**config.mk**
```make
export PLATFORM = sky130hd
export DESIGN_NAME = pin_event_irq
export DESIGN_NICKNAME = d
export VERILOG_FILES = /design/src/rtl/pin_event_irq.sv
export SDC_FILE = /design/constraint.sdc
export NUM_CORES = 1
export LEC_CHECK = 0
export BUFFER_PORTS_ARGS = -buffer_cell sky130_fd_sc_hd__buf_2
export CAP_MARGIN = 10
export CORE_ASPECT_RATIO = 1.1
export CORE_MARGIN = 2
export CORE_UTILIZATION = 32
export CTS_CLUSTER_DIAMETER = 60
export DETAILED_ROUTE_END_ITERATION = 8
export HOLD_SLACK_MARGIN = 0.05
export PLACE_DENSITY = 0.54
export SLEW_MARGIN = 20
export SYNTH_ARGS = -nofsm -noshare
export SYNTH_HDL_FRONTEND = slang
export SYNTH_SLANG_ARGS = --single-unit
```
**constraint.sdc**
```tcl
create_clock -name clk -period 2 [get_ports clk]
set_clock_uncertainty 0.1 [all_clocks]
set_input_delay 0.1 -clock clk [delete_from_list [all_inputs] [get_ports clk]]
set_output_delay 0.1 -clock clk [all_outputs]
set_load 0.01 [all_outputs]
```
**src/rtl/pin_event_irq.sv**
```systemverilog
module pin_event_irq #(
  parameter int W = 32
) (
  input  logic         clk,
  input  logic         rst_n,
  input  logic [W-1:0] pins,
  input  logic         wr_en,
  input  logic [2:0]   wr_addr,
  input  logic [W-1:0] wr_data,
  input  logic         rd_en,
  input  logic [2:0]   rd_addr,
  output logic [W-1:0] rd_data,
  output logic         irq
);
  localparam logic [2:0] IX_MASK = 3'd0;
  localparam logic [2:0] IX_UNMASK = 3'd1;
  localparam logic [2:0] IX_DOMASK = 3'd2;
  localparam logic [2:0] IX_STAT = 3'd3;
  localparam logic [2:0] IX_TYPE = 3'd4;
  localparam logic [2:0] IX_POL = 3'd5;
  localparam logic [2:0] IX_ANY = 3'd6;

  logic [W-1:0] pins_q, mask_q, status_q, type_q, pol_q, any_q;
  logic [W-1:0] rise, fall, edge_hit, lvl_hit, hit, clr;

  assign rise     = pins & ~pins_q;
  assign fall     = ~pins & pins_q;
  assign edge_hit = (any_q & (rise | fall)) | (~any_q & ((pol_q & rise) | (~pol_q & fall)));
  assign lvl_hit  = ~(pins ^ pol_q);
  assign hit      = (type_q & edge_hit) | (~type_q & lvl_hit);
  assign clr      = (wr_en && wr_addr == IX_STAT) ? wr_data : '0;

  always_ff @(posedge clk or negedge rst_n) begin
    if (!rst_n) begin
      pins_q   <= '0;
      mask_q   <= '1;
      status_q <= '0;
      type_q   <= '0;
      pol_q    <= '0;
      any_q    <= '0;
      irq      <= 1'b0;
    end else begin
      pins_q   <= pins;
      status_q <= (status_q & ~clr) | hit;
      irq      <= |(status_q & ~mask_q);
      if (wr_en) begin
        case (wr_addr)
          IX_UNMASK: mask_q <= mask_q & ~wr_data;
          IX_DOMASK: mask_q <= mask_q | wr_data;
          IX_TYPE:   type_q <= wr_data;
          IX_POL:    pol_q  <= wr_data;
          IX_ANY:    any_q  <= wr_data;
          default:   ;
        endcase
      end
    end
  end

  always_comb begin
    rd_data = '0;
    if (rd_en) begin
      case (rd_addr)
        IX_MASK: rd_data = mask_q;
        IX_STAT: rd_data = status_q;
        IX_TYPE: rd_data = type_q;
        IX_POL:  rd_data = pol_q;
        IX_ANY:  rd_data = any_q;
        default: rd_data = '0;
      endcase
    end
  end
endmodule

```
Word level (Yosys, flattened, before mapping). Index checks and enable logic that the tools add are counted. W data, S select, Z words.

Add/sub/neg operators: 0. $mul: 0. Div/mod/pow operators: 0. Order comparisons: 0. Equal/unequal tests: 10. Shift operators: 0. Muxes and demuxes: 4. Bitwise logic cells: 27. Reduce and logical (&&, ||, !) cells: 8.

Operator list (count): $and A32 B32 Y32 (11); $not A32 Y32 (9); $or A32 B32 Y32 (6); $pmux W32 S5 (1); $mux W32 (2); $pmux W32 S2 (1); $reduce_or A32 Y1 (1); $xor A32 B32 Y32 (1); $eq A3 B3 Y1 const B (6); $eq A3 B2 Y1 const B (3); $reduce_and A2 Y1 (4); $eq A3 B1 Y1 const B (1); $logic_not A3 Y1 (1); $reduce_bool A2 Y1 (1); $logic_and A1 B1 Y1 (1).

Register bits: 193. Latch bits: 0. Bits in writable memories: 0. Memory bits (read-only): 0. Input port bits: 74. Output and inout port bits: 33. Memories kept: 0.

Logic depth before layout (Yosys ltp). Gate-level depths: netlist of run 1.

Word-level depth: 9. Depth in mapped cells: 7. Depth with buffers taken out: 6.

Worst setup path after synthesis of run 1. No wires, ideal clock.

Path kind: input to output. Start point: input rd_addr[1]. End point: output rd_data[23]. Data arrival time: 1.309 ns. Required time: 1.800 ns. Slack: 0.491 ns. Cell stages on the path: 7. Path through: buf_2 > or2_2 > clkbuf_1 > buf_2 > nor3b_1 > a21oi_1 > a31oi_1.

Longest elaborated chain between the ends: 3. Elaborated cells on any way between the ends: 7. Classes of those cells: eq/ne: 4; mux: 2; reduce/logical: 1.

Ends and longest elaborated chain: from (decl) (line 11) `input logic [2:0] rd_addr,`; $eq A3 B3 Y1, or another cell as far along (line 62) `case (rd_addr)`; $pmux W32 S5 (*) (line 62); $mux W32 (*) (line 61) `if (rd_en) begin`; to (decl) (line 12) `output logic [W-1:0] rd_data,`.

Every way passes the cells marked *; elsewhere a longest branch is shown, timed or not.

==> flow_summary.yaml, run 1 <==
status:
  outcome: "complete, no violations"
grt:
  first_global_vias: 8244
  grtUsageTotal: 0.175
  antenna_found_initial: 0
  grt_pass1_wl_um: 47000
  gr-total-overflow: 0
  grt_start_max_net_pins: 61
setup_path:
  critical_path_required_time_ns: 1.80
  critical_path_arrival_ns: 1.73
  crit_type: "reg2out"
  critPathLaunchType: "flop"
  worst-path-max-fanout: 3
  worst_setup_path_end_kind: "output pin"
clock_tree:
  cts-root-to-sink-buffers: 2
  cts-root-buf: "clkbuf_16"
  numCtsBuffers: 17
  clock_sinks: 193
  worst_setup_hold_path_clk_slew_ns: 0.07
  insertion_delay_ns: 0.43
  tritoncts: "yes"
  cts.htree.levels: 4
synthesis:
  synth_unique_cells: 31
  complex_gate_fraction_of_the_synthesized_area: 0.149
  synth.net_count: 1157
  synth.ff_latch_count: 193
  yosys_warnings: 0
  post_synth_main_area_contributors: "dfrtp_1 (38%), mux2_2 (13%), dfstp_2 (7.9%)"
  synth_adder_area_share: 0.0750
  syn-instance-count: 1019
  synthesis.area_um2: 10700
  syn_area_per_cell_um2: 10.5
  synth_simple_gate_area_share: 0.102
  post-synth-top-area-cell: "dfrtp_1"
  largest_family_of_logic_cells_by_synthesized_area: "compound AO/OA/AOI/OAI gates"
  synth_top_cell_area_share: 0.377
  muxShareOfSynthArea: 0.135
  post_synthesis_share_of_cell_area_spent_on_xor_and_xnor_gates: 0.0271
  seq_total_area_yosys: 0.456
routing:
  wl_per_cell_um: 18.1
  wl_met3_um: 1210
  met2_length_um: 14000
  drt_drc_violations_left: 0
  route.final.wire_length_um: 29600
  drt.antenna.violating_nets: 0
  drt_pre_antenna_iters: 5
  vias_per_cell: 5.05
  vias: 8249
  detail_route.iter0.violations: 427
  met1_length_um: 14100
  routed.top_layer: "met4"
floorplanning:
  row_count: 70
  design.core.area_um2: 33000
  overall_die_width_um: 178
  initial_utilization: 0.323
  number_of_top_level_design_ports: 107
  die_h_um: 196
  die_area_um2: 34800
sta:
  fin_hold_ws_ns: 0.0668
  timing.final.setup_violations: 0
  layout_setup_ws_ns: 0.0721
  finalCritPeriodShare: 0.964
  rsz_0062_raised_after_global_routing: "false"
  fmax_mhz: 519
  fin_tns_setup_ns: 0
  worst_slew_margin_rel: 0.703
  final.min_clock_period_ns: 1.93
  timing.final.max_slew_violations: 0
  tightestPinTransition_ns: 0.441
  timing.final.hold_violations: 0
pwr:
  total_power_mw: 10.6
  max-vdd-ir-drop_uv: 635
  power.density_cell_area_nw_per_um2: 805
  pleak_nw: 5.93
placed_design:
  place_congestion: 0.764
  placement.io_buffers: 106
  place_worst_setup_slack_ns: 0.259
  post-dp-hpwl_um: 19500
flow_run:
  max_cap_violations: 0
final_layout:
  drive_gt1_frac: 0.274
  area.growth.synth_to_final_pct: 23.4
  finish.net_count: 1325
hold_path:
  holdCritPathClass: "in2async"
-- where the power goes --
group	internal, mW	total, mW	switching [mW]
clock network	1.82	3.32	1.50
registers	4.56	5.18	0.617
logic	1.11	2.11	1.00
total	7.49	10.6	3.11
-- final cells by class --
cell class | instances | area, um^2
multi-input combinational | 678 | 5260
inverter | 96 | 360
tap | 432 | 541
sequential | 193 | 4870
timing repair buffer | 201 | 1590
antenna | 1 | 2.50
clock buffer | 19 | 433
fill | 3261 | 19800
clock inverter | 12 | 119
-- layout by cell type, fill, tap and decap left out, types with 3 or more instances in the layout --
| master | n |
|---|---|
| inv_1 | 96 |
| o22ai_1 | 16 |
| xor2_1 | 32 |
| mux2_1 | 8 |
| dfstp_2 | 32 |
| nand2_1 | 66 |
| a22o_1 | 32 |
| a31oi_1 | 30 |
| a21oi_1 | 96 |
| nor4_1 | 4 |
| nor2_1 | 34 |
| nor3b_1 | 31 |
| dfrtp_1 | 161 |
| ha_1 | 64 |
| mux2_2 | 120 |
| buf_2 | 105 |
| a211o_1 | 32 |
| nand3_1 | 33 |
| nor3b_2 | 3 |
| clkinv_2 | 7 |
| clkbuf_16 | 17 |
| buf_12 | 14 |
| nor2b_1 | 32 |
| dlygate4sd3_1 | 65 |
| a211oi_1 | 32 |
| nor2b_2 | 3 |
| buf_4 | 16 |
-- logic make-up after synthesis --
group           after synthesis
buf+inv                     148
xor+xnor                     33
mux                         128
compound gates              241
fa+ha+maj                    64
flops                       193
simple gates                212
-- Yosys cell counts --
| library cell | instances |
|---|---|
| a211o_1 | 32 |
| a211oi_1 | 32 |
| a21oi_1 | 96 |
| a22o_1 | 32 |
| a31oi_1 | 32 |
| and4b_1 | 1 |
| buf_1 | 5 |
| buf_2 | 15 |
| buf_6 | 3 |
| clkbuf_1 | 29 |
| dfrtp_1 | 161 |
| dfstp_2 | 32 |
| ha_1 | 64 |
| inv_1 | 96 |
| mux2_1 | 8 |
| mux2_2 | 120 |
| nand2_1 | 66 |
| nand3_1 | 33 |
| nand4_1 | 1 |
| nand4b_1 | 1 |
| nor2_1 | 34 |
| nor2b_1 | 35 |
| nor3_1 | 1 |
| nor3b_1 | 34 |
| nor3b_2 | 1 |
| nor4_1 | 4 |
| o211ai_1 | 1 |
| o22ai_1 | 16 |
| or2_2 | 1 |
| xnor2_1 | 1 |
| xor2_1 | 32 |
-- worst paths after layout --
path,start,end,slack (ns),cells past startpoint
hold / removal,rst_n,pins_q[17],0.07,2
min in group clk,wr_addr[2],flop,0.21,5
setup / recovery,flop,rd_data[13],0.07,4
hold reg to reg,type_q[4],status_q[4],0.44,1
max in group asynchronous,rst_n,async pin,0.98,3
setup reg to reg,pins_q[15],status_q[15],0.48,5
-- metrics by stage --
step | util | instance area (um^2) | instances
global route | 0.399 | 13200 | 1631
detailed placement | 0.362 | 11900 | 1535
global placement | 0.362 | 11900 | 1535
CTS | 0.398 | 13200 | 1631
finish | 0.399 | 13200 | 1632
floorplan | - | 10700 | 1019
-- worst max-delay path: stages (launching register included) --
cell and delay (ns):
dfstp_2 0.55, nor3b_1 0.18, a21oi_1 0.06, a31oi_1 0.30
buf_2 0.20
-- repair_timing --
action                                  CTS  global route
hold buffers                             65             0
endpoints found under the setup margin    0             3
buffers inserted                          0             0
hold endpoints to repair                360             0
resized for setup                         0             3
-- routing by layer --
layer | track usage | vias to the layer above
li1 | - | 3946
met1 | 0.248 | 4112
met2 | 0.280 | 171
met3 | 0.0232 | 20
met4 | 0.0446 | 0
met5 | 0 | -
(Power assumes the default switching activity.)
==> inputs of run 2 (changes only) <==
--- a/config.mk
+++ b/config.mk
@@ -14,2 +14,3 @@
 export DETAILED_ROUTE_END_ITERATION = 8
+export GPL_ROUTABILITY_DRIVEN = 0
 export HOLD_SLACK_MARGIN = 0.05
--- a/constraint.sdc
+++ b/constraint.sdc
@@ -4,2 +4,2 @@
 set_output_delay 0.1 -clock clk [all_outputs]
-set_load 0.01 [all_outputs]
+set_load 0.05 [all_outputs]
==> flow_summary.yaml, run 2 (synthesis gave the netlist of run 1 again) <==
grt:
  gr-total-overflow: 0
  grt_pass1_wl_um: 47500
  grt_start_max_net_pins: 51
  first_global_vias: 8315
  grtUsageTotal: 0.177
  antenna_found_initial: 1
final_layout:
  layout.cell_area.non_filler_um2: 13500
  drive_gt1_frac: 0.301
  most_common_library_cell_in_the_layout_ignoring_fill_and_taps: "dfrtp_1"
  layout_filler_cell_count: 3204
  multi_input_area_um2: 5460
  area.growth.synth_to_final_pct: 26.5
  register_area_um2: 4870
  finish.net_count: 1319
  top_library_cells_by_usage_in_the_layout_fill_and_taps_aside: "dfrtp_1 (161), mux2_2 (120), inv_1 (96), a21oi_1 (96), buf_2 (77)"
sta:
  fin_hold_ws_ns: 0.0497
  fin_tns_setup_ns: 0
  timing.final.max_slew_violations: 0
  finalCritPeriodShare: 0.972
  fmax_mhz: 514
  worst_slew_margin_rel: 0.660
  final.min_clock_period_ns: 1.94
  timing.final.hold_violations: 0
  timing.final.setup_violations: 0
  tightestPinTransition_ns: 0.505
  rsz_0062_raised_after_global_routing: "false"
setup_path:
  worst_setup_path_end_kind: "output pin"
  critPathLaunchType: "flop"
  ff2ff_path_depth: 5
  worst-path-max-fanout: 3
  critical_path_required_time_ns: 1.80
  critical_path_arrival_ns: 1.74
  r2r_slack_ns: 0.46
  crit_type: "reg2out"
routing:
  route.final.wire_length_um: 29800
  drt.antenna.violating_nets: 0
  drt_drc_violations_left: 0
  vias_per_cell: 5.07
  vias: 8254
  detail_route.iter0.violations: 452
  drt_pre_antenna_iters: 4
  wl_per_cell_um: 18.3
clock_tree:
  worst_setup_hold_path_clk_slew_ns: 0.07
  insertion_delay_ns: 0.44
  tritoncts: "yes"
  cts-root-buf: "clkbuf_16"
  clock_sinks: 193
  cts.htree.levels: 4
  cts-root-to-sink-buffers: 2
  numCtsBuffers: 17
pwr:
  pleak_nw: 5.94
  power.density_cell_area_nw_per_um2: 817
  max-vdd-ir-drop_uv: 588
floorplanning:
  row_count: 70
  overall_die_width_um: 178
  number_of_top_level_design_ports: 107
  initial_utilization: 0.323
  die_area_um2: 34800
  die_h_um: 196
  design.core.area_um2: 33000
placed_design:
  place_area_um2: 12100
  placement.io_buffers: 106
  post-dp-hpwl_um: 19300
flow_run:
  max_cap_violations: 0
status:
  outcome: "complete, no violations"
hold_path:
  holdCritPathClass: "in2async"
-- run 2: per-stage QoR --
stage	instances	power (mW)	setup slack, ns	util
4_1_cts	1626	11.1	0.00210	0.405
6_report	1627	11.0	0.0554	0.409
3_3_place_gp	1529	7.39	0.166	0.367
3_5_place_dp	1529	7.44	0.157	0.367
5_1_grt	1627	11.7	0.00180	0.409
2_1_floorplan	1019	6.64	0.0260	-
-- run 2: report_power, final --
part           internal, mW  leakage, nW  switching (mW)
logic                  1.15         3.50            1.16
registers              4.56         2.15           0.618
clock network          1.93        0.285            1.61
-- run 2: critical path: stages, from the launching register on --
cell,delay [ns]
dfstp_2,0.55
nor3b_1,0.18
a21oi_1,0.08
a31oi_2,0.25
buf_4,0.25
-- run 2: cell type report --
cell class | instances | share of cell area
Antenna cell | 1 | 0.000185
Clock buffer | 19 | 0.0335
Clock inverter | 13 | 0.0111
Inverter | 96 | 0.0267
Multi-Input combinational cell | 678 | 0.404
Sequential cell | 193 | 0.361
Tap cell | 432 | 0.0400
Timing Repair Buffer | 195 | 0.124
-- run 2: routing by layer --
layer  up-vias  global-route usage  share of wire
met3        24              0.0284          0.046
met2       162               0.287           0.47
met4         0              0.0389          0.014
met1      4143               0.248           0.47
li1       3925                   -              -
met5         -                   0              0
-- run 2: path summary, 6_finish.rpt --
kind / start / end
hold reg to reg: type_q[1] / status_q[1]
setup reg to reg: pins_q[22] / status_q[22]
hold / removal: rst_n / any_q[31]
min in group clk: wr_addr[2] / flop
max in group asynchronous: rst_n / async pin
setup / recovery: flop / rd_data[23]
-- run 2: repair_timing --
item | 4_1_cts | 5_1_grt
hold buffers | 65 | 0
setup endpoints to repair | 5 | 27
hold endpoints to repair | 356 | 0
resized for setup | 6 | 57
buffers inserted | 0 | 0
pin swaps | 0 | 4
==> inputs of run 3 (changes only) <==
CORE_MARGIN = not set   (was 2)
==> flow_summary.yaml, run 3 (synthesis gave the netlist of run 1 again) <==
sta:
  timing.final.setup_violations: 0
  final.min_clock_period_ns: 1.93
  fmax_mhz: 518
  timing.final.max_slew_violations: 0
  rsz_0062_raised_after_global_routing: "false"
  fin_tns_setup_ns: 0
  worst_slew_margin_rel: 0.682
  timing.final.hold_violations: 0
  tightestPinTransition_ns: 0.478
  finalCritPeriodShare: 0.966
routing:
  wl_met3_um: 1090
  met2_length_um: 14500
  detail_route.iter0.violations: 459
  route.final.wire_length_um: 30400
  drt_pre_antenna_iters: 4
  drt.antenna.violating_nets: 0
  wl_per_cell_um: 18.6
  vias: 8286
  drt_drc_violations_left: 0
  routed.top_layer: "met4"
  vias_per_cell: 5.09
  met1_length_um: 14400
grt:
  grt_start_max_net_pins: 56
  gr-total-overflow: 0
  grt_pass1_wl_um: 48700
  grtUsageTotal: 0.185
  antenna_found_initial: 2
  first_global_vias: 8453
clock_tree:
  cts-root-to-sink-buffers: 2
  clock_sinks: 193
  insertion_delay_ns: 0.44
  cts-root-buf: "clkbuf_16"
  cts.htree.levels: 4
  tritoncts: "yes"
  worst_setup_hold_path_clk_slew_ns: 0.08
  numCtsBuffers: 17
final_layout:
  area.growth.synth_to_final_pct: 25.9
  most_common_library_cell_in_the_layout_ignoring_fill_and_taps: "dfrtp_1"
  drive_gt1_frac: 0.302
  finish.net_count: 1325
  top_library_cells_by_usage_in_the_layout_fill_and_taps_aside: "dfrtp_1 (161), mux2_2 (120), inv_1 (96), a21oi_1 (96), buf_2 (77)"
setup_path:
  r2r-end: "status_q[21]"
  critical_path_arrival_ns: 1.73
  regToRegStartpoint: "pins_q[21]"
  worst-path-max-fanout: 3
  ff2ff_path_depth: 5
  worst_setup_path_end_kind: "output pin"
  critical_path_required_time_ns: 1.80
  r2r_slack_ns: 0.47
  critPathLaunchType: "flop"
  crit_type: "reg2out"
floorplanning:
  overall_die_width_um: 176
  design.core.area_um2: 32500
  die_area_um2: 34100
  row_count: 69
  die_h_um: 194
  initial_utilization: 0.328
  number_of_top_level_design_ports: 107
pwr:
  total_power_mw: 10.9
  max-vdd-ir-drop_uv: 622
  power.density_cell_area_nw_per_um2: 809
  pleak_nw: 5.93
status:
  outcome: "complete, no violations"
placed_design:
  placement.io_buffers: 106
  post-dp-hpwl_um: 20100
hold_path:
  holdCritPathClass: "in2async"
flow_run:
  max_cap_violations: 0
==> run 3: cell types whose count changed in the layout (fill, tap and decap cells not counted), moves of 2 or more <==
| cell | before | now |
|---|---|---|
| clkbuf_4 | 6 | 9 |
| buf_4 | 20 | 30 |
| buf_6 | 11 | 9 |
| buf_12 | 15 | 10 |
| clkbuf_1 | 0 | 2 |
==> run 3: how the worst max path moves through the flow <==
stage	from	endpoint	slack, ns	cells past startpoint
global route	flop	rd_data[26]	0.0009	4
finish	flop	rd_data[22]	0.07	4
global placement	rd_addr[0]	rd_data[19]	0.19	7
floorplan	rd_addr[1]	rd_data[0]	0.03	6
CTS	flop	rd_data[31]	0.005	4
detailed placement	rd_addr[1]	rd_data[18]	0.19	7
==> run 3: where the power goes <==
| group | total [mW] | switching, mW | internal [mW] | leakage (nW) |
|---|---|---|---|---|
| clock network | 3.38 | 1.55 | 1.83 | 0.273 |
| registers | 5.18 | 0.618 | 4.56 | 2.15 |
| logic | 2.32 | 1.18 | 1.15 | 3.50 |
==> run 3: per-stage QoR <==
step | std cells | cell area (um^2) | hold slack, ns | worst slack (ns) | utilization
6_report | 1628 | 13400 | 0.0784 | 0.0680 | 0.413
5_1_grt | 1628 | 13400 | 0.0902 | 0.000902 | 0.413
4_1_cts | 1626 | 13300 | 0.0758 | 0.00523 | 0.409
3_5_place_dp | 1529 | 12100 | -0.00881 | 0.189 | 0.371
3_3_place_gp | 1529 | 12100 | -0.0125 | 0.187 | 0.371
2_1_floorplan | 1019 | 10900 | -0.296 | 0.0260 | -
==> run 3: area by class of cell <==
type / instances / area [um^2]
fill: 3168 / 19100
multi-input combinational: 678 / 5460
sequential: 193 / 4870
timing repair buffer: 201 / 1640
tap: 426 / 533
clock buffer: 22 / 474
inverter: 96 / 360
clock inverter: 10 / 101
antenna: 2 / 5.00
==> run 3: metal layers <==
metal / global-route usage / vias to the layer above
met5: 0 / -
met4: 0.0454 / 0
met3: 0.0311 / 23
met2: 0.299 / 152
met1: 0.255 / 4179
li1: - / 3932
==> run 3: what timing repair did <==
item / CTS / global route
gates resized for setup: 4 / 54
endpoints found under the setup margin: 4 / 27
buffers inserted: 0 / 0
hold buffers: 65 / 0
endpoints found under the hold margin: 362 / 0
pin swaps: 0 / 3
==> run 3: critical path, cell delays in order (launching register included) <==
cell and delay [ns]:
dfstp_2 0.56, nor3b_1 0.19, a21oi_1 0.07, a31oi_2 0.18, buf_2 0.29
